`src/rtl/srx_pkg.sv`:
```
package srx_pkg;

   typedef enum logic [2:0] {
      ST_IDLE,
      ST_START,
      ST_DATA,
      ST_PARITY,
      ST_STOP
   } srx_state_e;

   // 1 when the data parity plus the parity bit fail the selected sense
   function automatic logic srx_parity_bad(input logic data_xor,
                                           input logic par_bit,
                                           input logic odd_sense);
      return (data_xor ^ par_bit) != odd_sense;
   endfunction

endpackage

```
`src/rtl/srx_cfg.sv`:
```
module srx_cfg #(
   parameter int LEN_W = 2
) (
   input  logic             clk,
   input  logic             rst,
   input  logic             load,
   input  logic [LEN_W-1:0] len_in,
   input  logic             par_en_in,
   input  logic             par_odd_in,
   output logic [LEN_W-1:0] len_q,
   output logic             par_en_q,
   output logic             par_odd_q
);

   always_ff @(posedge clk) begin
      if (rst) begin
         len_q     <= '1;
         par_en_q  <= 1'b0;
         par_odd_q <= 1'b0;
      end else if (load) begin
         len_q     <= len_in;
         par_en_q  <= par_en_in;
         par_odd_q <= par_odd_in;
      end
   end

   AST_CFG_HOLD: assert property (@(posedge clk) disable iff (rst)
      !load |=> ($stable(len_q) && $stable(par_en_q) && $stable(par_odd_q)));

endmodule

```
`src/rtl/srx_timer.sv`:
```
module srx_timer #(
   parameter int OVS = 16
) (
   input  logic clk,
   input  logic rst,
   input  logic active,
   input  logic half,
   output logic tick
);

   localparam int CNT_W = $clog2(OVS);
   localparam int HALF  = OVS / 2;

   generate
      if (OVS < 4 || (OVS % 2) != 0) begin : g_bad_ovs
         $error("srx_timer: OVS must be even and at least 4");
      end
   endgenerate

   logic [CNT_W-1:0] cnt;
   logic [CNT_W-1:0] limit;

   assign limit = half ? CNT_W'(HALF - 1) : CNT_W'(OVS - 1);
   assign tick  = active && (cnt == limit);

   always_ff @(posedge clk) begin
      if (rst)
         cnt <= '0;
      else if (!active || tick)
         cnt <= '0;
      else
         cnt <= cnt + 1'b1;
   end

endmodule

```
`src/rtl/srx_seq.sv`:
```
module srx_seq #(
   parameter int MAXB  = 8,
   parameter int MINB  = 5,
   parameter int LEN_W = 2,
   parameter int IDX_W = 3
) (
   input  logic             clk,
   input  logic             rst,
   input  logic             rx,
   input  logic             tick,
   input  logic [LEN_W-1:0] len,
   input  logic             par_en,
   output logic             active,
   output logic             half,
   output logic             start_det,
   output logic             samp_data,
   output logic             samp_par,
   output logic             load,
   output logic [IDX_W-1:0] bit_idx
);
   import srx_pkg::*;

   srx_state_e       state;
   logic [IDX_W-1:0] last_idx;

   assign last_idx  = IDX_W'(MINB - 1) + IDX_W'(len);
   assign active    = (state != ST_IDLE);
   assign half      = (state == ST_START);
   assign start_det = (state == ST_IDLE) && !rx;
   assign samp_data = tick && (state == ST_DATA);
   assign samp_par  = tick && (state == ST_PARITY);
   assign load      = tick && (state == ST_STOP);

   always_ff @(posedge clk) begin
      if (rst) begin
         state   <= ST_IDLE;
         bit_idx <= '0;
      end else begin
         unique case (state)
            ST_IDLE: begin
               bit_idx <= '0;
               if (!rx) state <= ST_START;
            end
            ST_START: if (tick) state <= rx ? ST_IDLE : ST_DATA;
            ST_DATA: if (tick) begin
               if (bit_idx == last_idx)
                  state <= par_en ? ST_PARITY : ST_STOP;
               else
                  bit_idx <= bit_idx + 1'b1;
            end
            ST_PARITY: if (tick) state <= ST_STOP;
            ST_STOP:   if (tick) state <= ST_IDLE;
            default:   state <= ST_IDLE;
         endcase
      end
   end

   AST_NOISE_TO_IDLE: assert property (@(posedge clk) disable iff (rst)
      (state == ST_START && tick && rx) |=> (state == ST_IDLE && !load));
   AST_STOP_RESUMES: assert property (@(posedge clk) disable iff (rst)
      load |=> (state == ST_IDLE));

endmodule

```
`src/rtl/srx_assemble.sv`:
```
module srx_assemble #(
   parameter int MAXB  = 8,
   parameter int IDX_W = 3
) (
   input  logic             clk,
   input  logic             rst,
   input  logic             rx,
   input  logic             start_det,
   input  logic             samp_data,
   input  logic             samp_par,
   input  logic             par_odd,
   input  logic [IDX_W-1:0] bit_idx,
   output logic [MAXB-1:0]  char_q,
   output logic             par_bad
);
   import srx_pkg::*;

   logic acc;

   generate
      for (genvar g = 0; g < MAXB; g++) begin : g_bit
         always_ff @(posedge clk) begin
            if (rst || start_det)
               char_q[g] <= 1'b0;
            else if (samp_data && bit_idx == IDX_W'(g))
               char_q[g] <= rx;
         end
      end
   endgenerate

   always_ff @(posedge clk) begin
      if (rst || start_det) begin
         acc     <= 1'b0;
         par_bad <= 1'b0;
      end else begin
         if (samp_data) acc <= acc ^ rx;
         if (samp_par)  par_bad <= srx_parity_bad(acc, rx, par_odd);
      end
   end

endmodule

```
`src/rtl/srx_status.sv`:
```
module srx_status #(
   parameter int MAXB = 8
) (
   input  logic            clk,
   input  logic            rst,
   input  logic            load,
   input  logic [MAXB-1:0] char_in,
   input  logic            par_bad,
   input  logic            par_en,
   input  logic            rx,
   input  logic            dr_clr,
   output logic [MAXB-1:0] rx_data,
   output logic            data_ready,
   output logic            parity_err,
   output logic            framing_err,
   output logic            overrun_err
);

   logic load_d;

   always_ff @(posedge clk) begin
      if (rst) begin
         rx_data     <= '0;
         parity_err  <= 1'b0;
         framing_err <= 1'b0;
         overrun_err <= 1'b0;
         load_d      <= 1'b0;
         data_ready  <= 1'b0;
      end else begin
         load_d <= load;
         if (load) begin
            rx_data     <= char_in;
            parity_err  <= par_en && par_bad;
            framing_err <= !rx;
            overrun_err <= data_ready;
         end
         if (load_d)
            data_ready <= 1'b1;
         else if (dr_clr)
            data_ready <= 1'b0;
      end
   end

   AST_DR_AFTER_LOAD: assert property (@(posedge clk) disable iff (rst)
      load |-> ##2 data_ready);
   AST_CLR_DROPS_DR: assert property (@(posedge clk) disable iff (rst)
      (dr_clr && !load_d) |=> !data_ready);
   AST_OE_NEEDS_DR: assert property (@(posedge clk) disable iff (rst)
      $rose(overrun_err) |-> $past(data_ready));

endmodule

```
`src/rtl/serial_char_rx.sv`:
```
module serial_char_rx #(
   parameter int OVS   = 16,
   parameter int MAXB  = 8,
   parameter int MINB  = 5,
   parameter int LEN_W = $clog2(MAXB - MINB + 1)
) (
   input  logic             clk,
   input  logic             rst,
   input  logic             rx_line,
   input  logic             cfg_load,
   input  logic [LEN_W-1:0] cfg_len,
   input  logic             cfg_par_en,
   input  logic             cfg_par_odd,
   input  logic             dr_clr,
   output logic [MAXB-1:0]  rx_data,
   output logic             data_ready,
   output logic             parity_err,
   output logic             framing_err,
   output logic             overrun_err
);

   localparam int IDX_W = $clog2(MAXB);

   generate
      if (MINB < 1 || MAXB < MINB) begin : g_bad_len
         $error("serial_char_rx: need 1 <= MINB <= MAXB");
      end
      if ((MAXB - MINB + 1) > (1 << LEN_W)) begin : g_bad_code
         $error("serial_char_rx: LEN_W too narrow for the length range");
      end
   endgenerate

   logic [LEN_W-1:0] len_q;
   logic             par_en_q, par_odd_q;
   logic             tick, active, half, start_det, samp_data, samp_par, load;
   logic [IDX_W-1:0] bit_idx;
   logic [MAXB-1:0]  char_q;
   logic             par_bad;

   srx_cfg #(.LEN_W(LEN_W)) u_cfg (
      .clk(clk), .rst(rst), .load(cfg_load),
      .len_in(cfg_len), .par_en_in(cfg_par_en), .par_odd_in(cfg_par_odd),
      .len_q(len_q), .par_en_q(par_en_q), .par_odd_q(par_odd_q));

   srx_timer #(.OVS(OVS)) u_timer (
      .clk(clk), .rst(rst), .active(active), .half(half), .tick(tick));

   srx_seq #(.MAXB(MAXB), .MINB(MINB), .LEN_W(LEN_W), .IDX_W(IDX_W)) u_seq (
      .clk(clk), .rst(rst), .rx(rx_line), .tick(tick),
      .len(len_q), .par_en(par_en_q),
      .active(active), .half(half), .start_det(start_det),
      .samp_data(samp_data), .samp_par(samp_par), .load(load),
      .bit_idx(bit_idx));

   srx_assemble #(.MAXB(MAXB), .IDX_W(IDX_W)) u_asm (
      .clk(clk), .rst(rst), .rx(rx_line), .start_det(start_det),
      .samp_data(samp_data), .samp_par(samp_par), .par_odd(par_odd_q),
      .bit_idx(bit_idx), .char_q(char_q), .par_bad(par_bad));

   srx_status #(.MAXB(MAXB)) u_status (
      .clk(clk), .rst(rst), .load(load), .char_in(char_q),
      .par_bad(par_bad), .par_en(par_en_q), .rx(rx_line), .dr_clr(dr_clr),
      .rx_data(rx_data), .data_ready(data_ready), .parity_err(parity_err),
      .framing_err(framing_err), .overrun_err(overrun_err));

   logic [IDX_W:0] nbits;
   assign nbits = (IDX_W + 1)'(MINB) + (IDX_W + 1)'(len_q);

   AST_UPPER_ZERO: assert property (@(posedge clk) disable iff (rst)
      load |=> ((rx_data >> $past(nbits)) == '0));
   AST_NO_PE_WITHOUT_PARITY: assert property (@(posedge clk) disable iff (rst)
      (load && !par_en_q) |=> !parity_err);

endmodule

```
`config.mk`:
```
export PLATFORM = sky130hd
export DESIGN_NAME = serial_char_rx
export DESIGN_NICKNAME = d
export VERILOG_FILES = /design/src/rtl/srx_pkg.sv /design/src/rtl/srx_cfg.sv /design/src/rtl/srx_timer.sv /design/src/rtl/srx_seq.sv /design/src/rtl/srx_assemble.sv /design/src/rtl/srx_status.sv /design/src/rtl/serial_char_rx.sv
export SDC_FILE = /design/constraint.sdc
export NUM_CORES = 1
export LEC_CHECK = 0
export BUFFER_PORTS_ARGS = -buffer_cell sky130_fd_sc_hd__buf_2
export CAP_MARGIN = 0
export CORE_MARGIN = 2
export CORE_UTILIZATION = 35
export CTS_CLUSTER_SIZE = 14
export DETAILED_ROUTE_END_ITERATION = 6
export PLACE_DENSITY_LB_ADDON = 0.15
export SLEW_MARGIN = 10
export SYNTH_ARGS = -nofsm -noshare
export SYNTH_HDL_FRONTEND = slang
export SYNTH_SLANG_ARGS = --single-unit
```
`constraint.sdc`:
```
create_clock -name clk -period 3.9 [get_ports clk]
set_input_delay 0.78 -clock clk [delete_from_list [all_inputs] [get_ports clk]]
set_output_delay 0.78 -clock clk [all_outputs]
set_load 0.01 [all_outputs]
```
# Word-level counts from Yosys, hierarchy flattened
# Cells that the tools add are included.
word_totals:
  reg_bits: 37
  word_cells: 88
classes:
  addsub: 3
  n_eq_ne: 21
  n_mux: 15
  bitwise_logic: 1
  n_reduce_logical: 26
op_table:
  columns: ["op", "n"]
  rows:
  - ["3-bit 2-to-1 mux", 9]
  - ["3-bit == test, second input constant", 5]
  - ["3-bit case mux with 5 select lines", 1]
  - ["1-bit logical AND", 14]
  - ["3-bit by 2-bit == test with 1-bit output, second input constant", 4]
  - ["2-bit by 1-bit != test with 1-bit output, second input constant", 4]
  - ["3-bit by 1-bit == test with 1-bit output, second input constant", 2]
  - ["3-bit zero test", 2]
  - ["2-bit != test, second input constant", 3]
  - ["3-bit case mux with 2 select lines", 1]
  - ["6-bit AND reduction", 1]
  - ["4-bit by 1-bit adder with 4-bit output, second input constant", 1]
  - ["4-bit == test", 1]
  - ["4-bit 2-to-1 mux", 1]
  - ["2-bit nonzero test", 2]
  - ["3-bit by 1-bit adder with 3-bit output, second input constant", 1]
  - ["3-bit by 2-bit adder with 3-bit output, first input constant", 1]
  - ["3-bit == test", 1]
  - ["3-bit AND reduction", 1]
  - ["3-bit nonzero test", 1]
  - ["1-bit zero test", 2]
  - ["1-bit logical OR", 2]
  - ["1-bit 2-to-1 mux", 2]
  - ["2-bit 2-to-1 mux", 1]
  - ["3 further kinds", 3]

# Logic depth before layout (Yosys ltp)
# Gate-level depths: netlist of the first run.
depth:
  ltp_word: 6
  depth_mapped: 6
  ltp_nobuf: 5

# Cells and area by module
# A second synthesis of the first run with hierarchy kept.
hier_totals:
  hier_cells: 175
  hier_area_um2: 1694.1
by_module_without_submodules:
  columns: ["module", "instances", "cells_each", "area_each_um2", "seq_area_each_um2"]
  rows:
  - ["srx_assemble", 1, 44, 484.2, 200.2]
  - ["srx_status", 1, 43, 479.2, 260.2]
  - ["srx_seq", 1, 59, 422.9, 120.1]
  - ["srx_timer", 1, 17, 170.2, 80.1]
  - ["srx_cfg", 1, 12, 137.6, 80.1]

# Worst setup path before layout of the first run
# OpenSTA, ideal clock, no wires.
synth_path:
  path_kind: "register to register"
  from: "register u_seq.bit_idx[0]"
  to: "register u_seq.bit_idx[2]"
  setup_time_ns: 0.074
  arrival_time_ns: 1.480
  required_time_ns: 3.826
  setup_slack_ns: 2.345
  stages_incl_launch_ff: 6
  synth_period_minus_slack_ns: 1.555
  path_cell_list: "dfxtp_1 -> ha_1 -> ha_1 -> nand3b_1 -> or4_1 -> a31oi_1"
synth_via:
  elab_chain_len: 4
  elab_cells_between_ends: 7
  classes_between: "1 x add/sub; 2 x eq/ne; 3 x mux; 1 x reduce/logical"
synth_lines:
  columns: ["item", "line_no", "source"]
  rows:
  - ["from (decl)", "srx_seq.sv:19", "output logic [IDX_W-1:0] bit_idx"]
  - ["from (signal assigned)", "srx_seq.sv:49", "bit_idx <= bit_idx + 1'b1;"]
  - ["3-bit by 1-bit adder with 3-bit output", "srx_seq.sv:49", null]
  - ["3-bit 2-to-1 mux", "srx_seq.sv:46", "if (bit_idx == last_idx)"]
  - ["3-bit 2-to-1 mux", "srx_seq.sv:45", "ST_DATA: if (tick) begin"]
  - ["3-bit case mux with 2 select lines", "srx_seq.sv:39", "unique case (state)"]
# Several ways; a longest one is shown, not always the timed one. The select of a mux whose other input is x is not followed.
# A chain may end at the register's enable or synchronous reset.

# Final worst setup path of the first run
layout_path:
  from: "register u_seq.state[2]"
  to: "register u_status.framing_err"
layout_via:
  elab_chain_len: 5
  elab_cells_between_ends: 7
  classes_between: "3 x eq/ne; 1 x mux; 3 x reduce/logical"
layout_lines:
  columns: ["item", "line_no", "source"]
  rows:
  - ["from (decl)", "srx_seq.sv:23", "srx_state_e state;"]
  - ["from (signal assigned)", "srx_seq.sv:44", "ST_START: if (tick) state <= rx ? ST_IDLE : ST_DATA;"]
  - ["from (signal assigned)", "srx_seq.sv:47", "state <= par_en ? ST_PARITY : ST_STOP;"]
  - ["3-bit by 1-bit == test with 1-bit output", "srx_seq.sv:28", "assign half = (state == ST_START);"]
  - ["4-bit 2-to-1 mux", "srx_timer.sv:23", "assign limit = half ? CNT_W'(HALF - 1) : CNT_W'(OVS - 1);"]
  - ["4-bit == test", "srx_timer.sv:24", "assign tick = active && (cnt == limit);"]
  - ["1-bit logical AND", "srx_timer.sv:24", null]
  - ["1-bit logical AND *", "srx_seq.sv:32", "assign load = tick && (state == ST_STOP);"]
  - ["to (signal assigned)", "srx_status.sv:34", "framing_err <= !rx;"]
  - ["to (decl)", "srx_status.sv:15", "output logic framing_err,"]
# Every way passes the cells marked *; elsewhere a longest branch is shown, timed or not.

==> results.yml, run 1 <==
clock_network:
  cts_made_buffers: 5
  clkSlewWorstSetupHoldPaths_ns: 0.08
  numClockSinks: 37
  holdBufCountCts: 0
  cts_setup_buffers: 0
  clockBufferDepth: 2
  cts_tree: "built"
  clockRootBuffer: "clkbuf_8"
  cts_max_level: 2
  cts.repair.resized: 0
  clock_latency_ns: 0.29
synthesis:
  synthTopCellsByCount: "dfxtp_1, nor2_1, mux2i_1, nand2_1"
  synth_edf_count: 0
  synth.distinct_cells: 36
  synth_top_area_cell: "dfxtp_1"
  synth-async-reset-ratio: 0
  yosysWarnings: 0
  yosysMostFrequentCell: "dfxtp_1"
  ys_seq_elements: 37
  syn_area_mm2: 0.00167
  syn_area_per_cell_um2: 9.20
  ys.flop_type: "dfxtp_1"
  ys_seq_area_frac: 0.445
  syn_nets: 197
  postSynthCellCount: 181
  yosysTopAreaCellShare: 0.445
  synth.top_cells.by_area: "dfxtp_1, mux2i_1, nor2_1"
detailed_routing:
  drc: 0
  drt_iter0_drc: 60
  ant_nets: 0
  vias_per_cell: 5.05
  finalWirelength_mm: 3.41
  firstDrtPassIters: 4
  vias: 1273
  wl_per_cell_um: 13.5
timing:
  rsz0062_at_grt: "no"
  skew_ns: 0.00708
  fin_crit_sh: 0.504
  slew_headroom: 0.539
  tightest_slew_ns: 0.689
  max_clock_freq_mhz: 509
  setup_tns_ns: 0
  hold_viol: 0
  fin_crit_ns: 1.97
  finalSetupViolations: 0
  finalHoldWorstSlack_ns: 0.446
  slew_violations: 0
cells_and_area:
  area.sequential_um2: 741
  drive_above_1_share: 0.152
  nFillCells: 461
  area.growth.synth_to_final_pct: 14.1
  antenna_cells: 0
  finalNetCount: 213
  final_cell_area_mm2: 0.00190
  multi_input_area_um2: 850
global_route:
  first_global_vias: 1168
  track_usage: 0.139
  grt_remaining_overflow: 0
  antenna_found_initial: 0
  grt_max_degree: 26
  grt_pass1_wl_mm: 5.62
setup_path:
  cp-start-kind: "flip-flop"
  arrival_ns: 2.19
  crit_type: "flip-flop to flip-flop"
  crit_fanout: 13
  cp-end-kind: "flip-flop"
  required_ns: 4.12
pwr:
  p_sw_uw: 165
  p_int_uw: 602
  power_frac_comb: 0.043
  power_density_mw_per_mm2: 404
  p_leak_uw: 0.000876
  pwr-share-seq: 0.504
  vdd_drop_max_v: 0.000188
  swShare: 0.215
  clockPowerShare: 0.453
placed_design:
  dpl.hpwl_mm: 2.38
  dpl-instance-area_mm2: 0.00178
  gp_routability_congestion: 0.812
  io_buffers: 20
die:
  fp.dieW_um: 73.0
  rows: 25
  io_pins: 21
  die_area_mm2: 0.00533
  die_y_um: 73.0
  core_mm2: 0.00466
  initial_core_util: 0.357
run_status:
  status: "finished clean"
min_path:
  worstHoldPathType: "flip-flop to flip-flop"
flow_run:
  cap_violations: 0
-- per-layer routing --
metal	vias to the layer above	share of wire	routed length, µm	global-route usage
li1	652	-	-	-
met3	6	0.044	151	0.0511
met1	582	0.49	1680	0.183
met4	0	0.018	60	0.0597
met2	33	0.45	1520	0.205
met5	-	0	0	0
-- through the flow --
stage                     cells  setup WS (ns)   util  power (µW)
after floorplan             181           2.35      -         417
after global placement      244           2.06  0.382         428
after detailed placement    244           1.93  0.382         429
after CTS                   252           1.90  0.408         778
after global routing        252           1.80  0.408         800
final                       252           1.93  0.408         767
-- placed cells by master (no fill, tap or decap), types with 2 or more instances in the layout --
cell type,instances
a21oi_1,6
dfxtp_1,37
xor2_1,4
nand4_1,7
and3_1,2
xnor2_1,5
inv_1,6
clkbuf_8,6
nor2b_1,2
a211o_1,2
buf_2,20
nand3_1,7
o211ai_1,2
nand3b_1,2
ha_1,7
nand2_1,8
o21ai_0,4
mux2i_1,20
or3_1,2
nor2_1,32
-- critical path, stage by stage, from the launching register on --
cell     delay, ns
dfxtp_1       0.48
nor3b_1       0.39
nand2_1       0.51
or2_0         0.38
a21oi_1       0.13
-- final timing paths --
kind	from	end	slack [ns]	cells past startpoint
max	u_seq.state[2]	u_status.framing_err	1.93	4
min reg2reg	u_status.load_d	u_status.data_ready	0.45	2
min	u_status.load_d	u_status.data_ready	0.45	2
max reg2reg	u_seq.state[2]	u_status.framing_err	1.93	4
-- sequential cells by signal (all words and copies together) (netlist names), 2 cells and up --
register,cells
u_timer.cnt,4
u_cfg.len_q,2
u_asm.char_q,8
u_seq.state,3
u_seq.bit_idx,3
u_status.rx_data,8
-- cell families after synthesis --
| logic type | Yosys count | synth area share |
|---|---|---|
| buf+inv | 17 | 0.0451 |
| xor+xnor | 9 | 0.0473 |
| simple gates | 69 | 0.203 |
| mux | 20 | 0.120 |
| flops | 37 | 0.445 |
| fa+ha+maj | 7 | 0.0526 |
| compound gates | 22 | 0.0872 |
-- power by group through the flow --
stage	logic (µW)	registers [µW]	clock network, µW
final	32.9	386	348
after CTS	33.5	386	358
after detailed placement	33.5	395	0
after global routing	36.3	387	376
after floorplan	24.6	393	0
after global placement	33.0	395	0
-- layout make-up --
cell class / count / area share
Tap cell: 54 / 0.0355
Multi-Input combinational cell: 127 / 0.447
Timing Repair Buffer: 20 / 0.0527
Sequential cell: 37 / 0.390
Clock buffer: 6 / 0.0434
Clock inverter: 2 / 0.0197
Inverter: 6 / 0.0118
(Power assumes the default switching activity.)
==> run 2, diff against run 1 <==
==> constraint.sdc (replaced) <==
create_clock -name clk -period 1.7 [get_ports clk]
set_input_delay 0.34 -clock clk [delete_from_list [all_inputs] [get_ports clk]]
set_output_delay 0.34 -clock clk [all_outputs]
set_load 0.01 [all_outputs]
==> run 2 against run 1 <==
Against the previous run: sequential power grew 130%; global-route usage grew 0.11 points; design area grew 5.5%; setup slack lost 1.8 ns; final cell count grew 4.8%; first-iteration DRC count shrank 42%.
==> results.yml, run 2 (synthesis results as in run 1) <==
pwr:
  swShare: 0.204
  p_sw_uw: 356
  clockPowerShare: 0.444
  vdd_drop_max_v: 0.000494
  p_leak_uw: 0.000939
  pwr-share-seq: 0.507
  power_density_mw_per_mm2: 871
  p_int_uw: 1390
  power_frac_comb: 0.049
timing:
  rsz0062_at_grt: "no"
  tightest_slew_ns: 0.312
  slew_headroom: 0.792
  fin_crit_ns: 1.57
  finalSetupViolations: 0
  fin_crit_sh: 0.921
  hold_viol: 0
  setup_tns_ns: 0
  slew_violations: 0
  max_clock_freq_mhz: 639
  skew_ns: 0.00563
die:
  initial_core_util: 0.357
  rows: 25
  io_pins: 21
  core_mm2: 0.00466
  fp.dieW_um: 73.0
  die_area_mm2: 0.00533
  die_y_um: 73.0
setup_path:
  cp-start-kind: "flip-flop"
  slowest_delay_ns: 0.36
  cp_top_family: "simple AND/OR/NAND/NOR gates"
  path_buf_inv: 0
  required_ns: 1.91
  cp-end-kind: "flip-flop"
  crit_fanout: 6
  path_cells: "ha_1 -> and4_2 -> nand2_1 -> or3b_1 -> a21oi_1"
  crit_type: "flip-flop to flip-flop"
  arrival_ns: 1.78
  slowest_stage: "or3b_1"
detailed_routing:
  drc: 0
  finalWirelength_mm: 3.34
  vias_per_cell: 5.06
  ant_nets: 0
  vias: 1335
  firstDrtPassIters: 4
  drt_iter0_drc: 35
  wl_per_cell_um: 12.6
cells_and_area:
  finalNetCount: 225
  final_cell_mix: "dfxtp_1, nor2_1, mux2i_1, buf_2, buf_4"
  nFillCells: 451
  area.growth.synth_to_final_pct: 20.4
  antenna_cells: 0
  reg.largest.list: "u_asm.char_q (8), u_status.rx_data (8), u_timer.cnt (4)"
  fin_util: 0.430
  layout_commonest_cell: "dfxtp_1"
  drive_above_1_share: 0.214
global_route:
  grt_max_degree: 15
  first_global_vias: 1238
  antenna_found_initial: 0
  grt_pass1_wl_mm: 5.71
  track_usage: 0.140
  grt_remaining_overflow: 0
clock_network:
  clkSlewWorstSetupHoldPaths_ns: 0.07
  cts_setup_buffers: 0
  numClockSinks: 37
  clock_latency_ns: 0.28
  cts_tree: "built"
  cts_max_level: 2
  clockBufferDepth: 2
  clockRootBuffer: "clkbuf_8"
  cts_made_buffers: 5
placed_design:
  gp_routability_congestion: 0.830
  io_buffers: 20
  dpl.hpwl_mm: 2.48
run_status:
  status: "finished clean"
flow_run:
  cap_violations: 0
min_path:
  worstHoldPathType: "input pin to flip-flop"
[run 2: cell types whose count changed in the layout (fill, tap and decap cells not counted)]
cell        previous run  this run
and4_1                 1         0
and4_2                 0         1
buf_12                 0         1
buf_4                  0        11
clkbuf_1               0         1
clkinvlp_4             1         0
dfxtp_1               37        35
dfxtp_2                0         2
ha_1                   7         6
ha_2                   0         1
[run 2: through the flow]
stage,total power (µW),hold slack (ns),instance area [µm²],worst slack [ns],cells
after floorplan,957,0.413,1670,0.145,181
after global placement,990,0.423,1880,0.101,256
after detailed placement,992,0.441,1880,0.0479,256
after CTS,1770,0.253,2000,0.0463,264
after global routing,1820,0.251,2010,0.00602,264
final,1750,0.263,2010,0.135,264
[run 2: per-layer routing]
layer | vias to the layer above | track usage | part of all wire
li1 | 680 | - | -
met1 | 617 | 0.180 | 0.49
met2 | 30 | 0.207 | 0.45
met3 | 8 | 0.0470 | 0.044
met4 | 0 | 0.0761 | 0.022
met5 | - | 0 | 0
[run 2: path summary, 6_finish.rpt]
path / startpoint / to / slack, ns / depth (start not counted)
setup / recovery: u_timer.cnt[0] / u_seq.bit_idx[1] / 0.13 / 5
hold / removal: cfg_len[1] / u_cfg.len_q[1] / 0.26 / 2
setup reg to reg: u_timer.cnt[0] / u_seq.bit_idx[1] / 0.13 / 5
hold reg to reg: u_timer.cnt[0] / u_timer.cnt[0] / 0.45 / 1
[run 2: what timing repair did]
item,CTS,global route
hold buffers,0,0
resized for setup,0,4
endpoints found under the hold margin,0,0
endpoints found under the setup margin,0,4
[run 2: power groups by stage]
stage / Sequential [µW] / Combinational, µW / Clock (µW)
after floorplan: 901 / 56.4 / 0
after global placement: 905 / 85.2 / 0
after detailed placement: 905 / 87.4 / 0
after CTS: 885 / 87.3 / 800
after global routing: 885 / 96.5 / 838
final: 885 / 85.8 / 776
[run 2: layout make-up]
cell class | instances | area (µm²) | share of cell area
clock buffer | 7 | 86.3 | 0.0430
inverter | 6 | 22.5 | 0.0112
tap | 54 | 67.6 | 0.0337
multi-input combinational | 127 | 853 | 0.425
timing repair buffer | 32 | 203 | 0.101
sequential | 37 | 743 | 0.371
clock inverter | 1 | 30.0 | 0.0150
==> run 3, diff against run 2 <==
--- a/config.mk
+++ b/config.mk
@@ -7,6 +7,7 @@
 export LEC_CHECK = 0
 export BUFFER_PORTS_ARGS = -buffer_cell sky130_fd_sc_hd__buf_2
 export CAP_MARGIN = 0
+export CORE_ASPECT_RATIO = 0.9
 export CORE_MARGIN = 2
 export CORE_UTILIZATION = 35
 export CTS_CLUSTER_SIZE = 14
==> run 3 against run 2 <==
Against the previous run: die area is essentially flat; routed wire length barely moved; utilization up 1.2 points; critical path depth unchanged.
==> results.yml, run 3 (synthesis results as in run 1) <==
run_status:
  status: "finished clean"
die:
  rows: 23
  fp.dieW_um: 76.7
  die_y_um: 69.4
  die_area_mm2: 0.00533
  core_mm2: 0.00452
  io_pins: 21
  initial_core_util: 0.369
clock_network:
  cts_setup_buffers: 0
  cts_max_level: 2
  numClockSinks: 37
  cts_tree: "built"
  clockRootBuffer: "clkbuf_8"
  clock_latency_ns: 0.28
  holdBufCountCts: 0
  cts.repair.resized: 0
  clkSlewWorstSetupHoldPaths_ns: 0.07
  clockBufferDepth: 2
  cts_made_buffers: 5
setup_path:
  slowest_stage: "or4_1"
  rr_startpoint: "u_seq.bit_idx[0]"
  cp-end-kind: "flip-flop"
  path_buf_inv: 0
  crit_type: "flip-flop to flip-flop"
  critPathLaunch: "u_seq.bit_idx[0]"
  crit_fanout: 6
  cp_common_cell: "ha_1"
  path_cells: "ha_1 -> ha_1 -> nand3b_1 -> or4_1 -> a31oi_1"
  cp-start-kind: "flip-flop"
  cp_top_family: "simple AND/OR/NAND/NOR gates"
  slowest_delay_ns: 0.39
  arrival_ns: 1.78
  required_ns: 1.91
timing:
  rsz0062_at_grt: "no"
  slew_headroom: 0.792
  tightest_slew_ns: 0.312
  finalSetupViolations: 0
  slew_violations: 0
  fin_crit_sh: 0.924
  skew_ns: 0.00428
  setup_tns_ns: 0
  fin_crit_ns: 1.57
  hold_viol: 0
  max_clock_freq_mhz: 636
cells_and_area:
  drive_above_1_share: 0.219
  antenna_cells: 0
  nFillCells: 462
  finalNetCount: 225
  layout_commonest_cell: "dfxtp_1"
  reg.largest.list: "u_asm.char_q (8), u_status.rx_data (8), u_timer.cnt (4)"
  area.growth.synth_to_final_pct: 20.1
  final_cell_area_mm2: 0.00200
  final_cell_mix: "dfxtp_1, nor2_1, mux2i_1, buf_2, buf_4"
placed_design:
  gp_routability_congestion: 0.861
  io_buffers: 20
  dpl-instance-area_mm2: 0.00189
  dpl.hpwl_mm: 2.50
pwr:
  power_density_mw_per_mm2: 816
  power_uw: 1630
  p_leak_uw: 0.000934
  vdd_drop_max_v: 0.000288
detailed_routing:
  wl_per_cell_um: 12.3
  ant_nets: 0
  drt_iter0_drc: 32
  finalWirelength_mm: 3.34
  drc: 0
  vias: 1325
  vias_per_cell: 4.87
  firstDrtPassIters: 4
min_path:
  hold_start: "cfg_len[1]"
  worstHoldPathType: "input pin to flip-flop"
flow_run:
  cap_violations: 0
global_route:
  grt_remaining_overflow: 0
  track_usage: 0.134
  first_global_vias: 1221
  grt_pass1_wl_mm: 5.80
  antenna_found_initial: 0
  grt_max_degree: 17
==> run 3: stage by stage <==
step	util	setup WS [ns]	instances	hold WS, ns
6_report	0.443	0.128	272	0.262
5_1_grt	0.443	0.0250	272	0.255
4_1_cts	0.441	0.0562	272	0.252
3_5_place_dp	0.419	0.0715	264	0.441
3_3_place_gp	0.419	0.0994	264	0.421
2_1_floorplan	-	0.145	181	0.413
==> run 3: power breakdown <==
| group | switching, µW | internal [µW] | total, µW |
|---|---|---|---|
| Combinational | 50.2 | 38.4 | 88.6 |
| Clock | 292 | 366 | 658 |
| Sequential | 9.49 | 876 | 886 |
| Total | 352 | 1280 | 1630 |
==> run 3: metal layers <==
layer / GRT usage / wire, µm / share of wire
met1: 0.181 / 1640 / 0.49
met2: 0.198 / 1490 / 0.45
met3: 0.0443 / 169 / 0.051
met4: 0.0525 / 38 / 0.011
met5: 0 / 0 / 0
==> run 3: path summary, 6_finish.rpt <==
| path | to | slack, ns | cells past startpoint |
|---|---|---|---|
| min | u_cfg.len_q[1] | 0.26 | 2 |
| max | u_seq.bit_idx[2] | 0.13 | 5 |
| min reg2reg | u_status.data_ready | 0.45 | 2 |
| max reg2reg | u_seq.bit_idx[2] | 0.13 | 5 |
==> run 3: layout make-up <==
class,instances,area (µm²),share of cell area
tap,62,77.6,0.0388
clock buffer,7,96.3,0.0482
clock inverter,1,5.00,0.00250
multi-input combinational,127,853,0.427
timing repair buffer,32,203,0.101
sequential,37,743,0.371
inverter,6,22.5,0.0113
==> run 3: worst register-to-register path: cells and delay by family, from the launching register on <==
| family | cells | cell delay, ns |
|---|---|---|
| DFF | 1 | 0.35 |
| adders and majority gates | 2 | 0.49 |
| AOI/OAI and AO/OA | 1 | 0.13 |
| and+or+nand+nor | 2 | 0.53 |
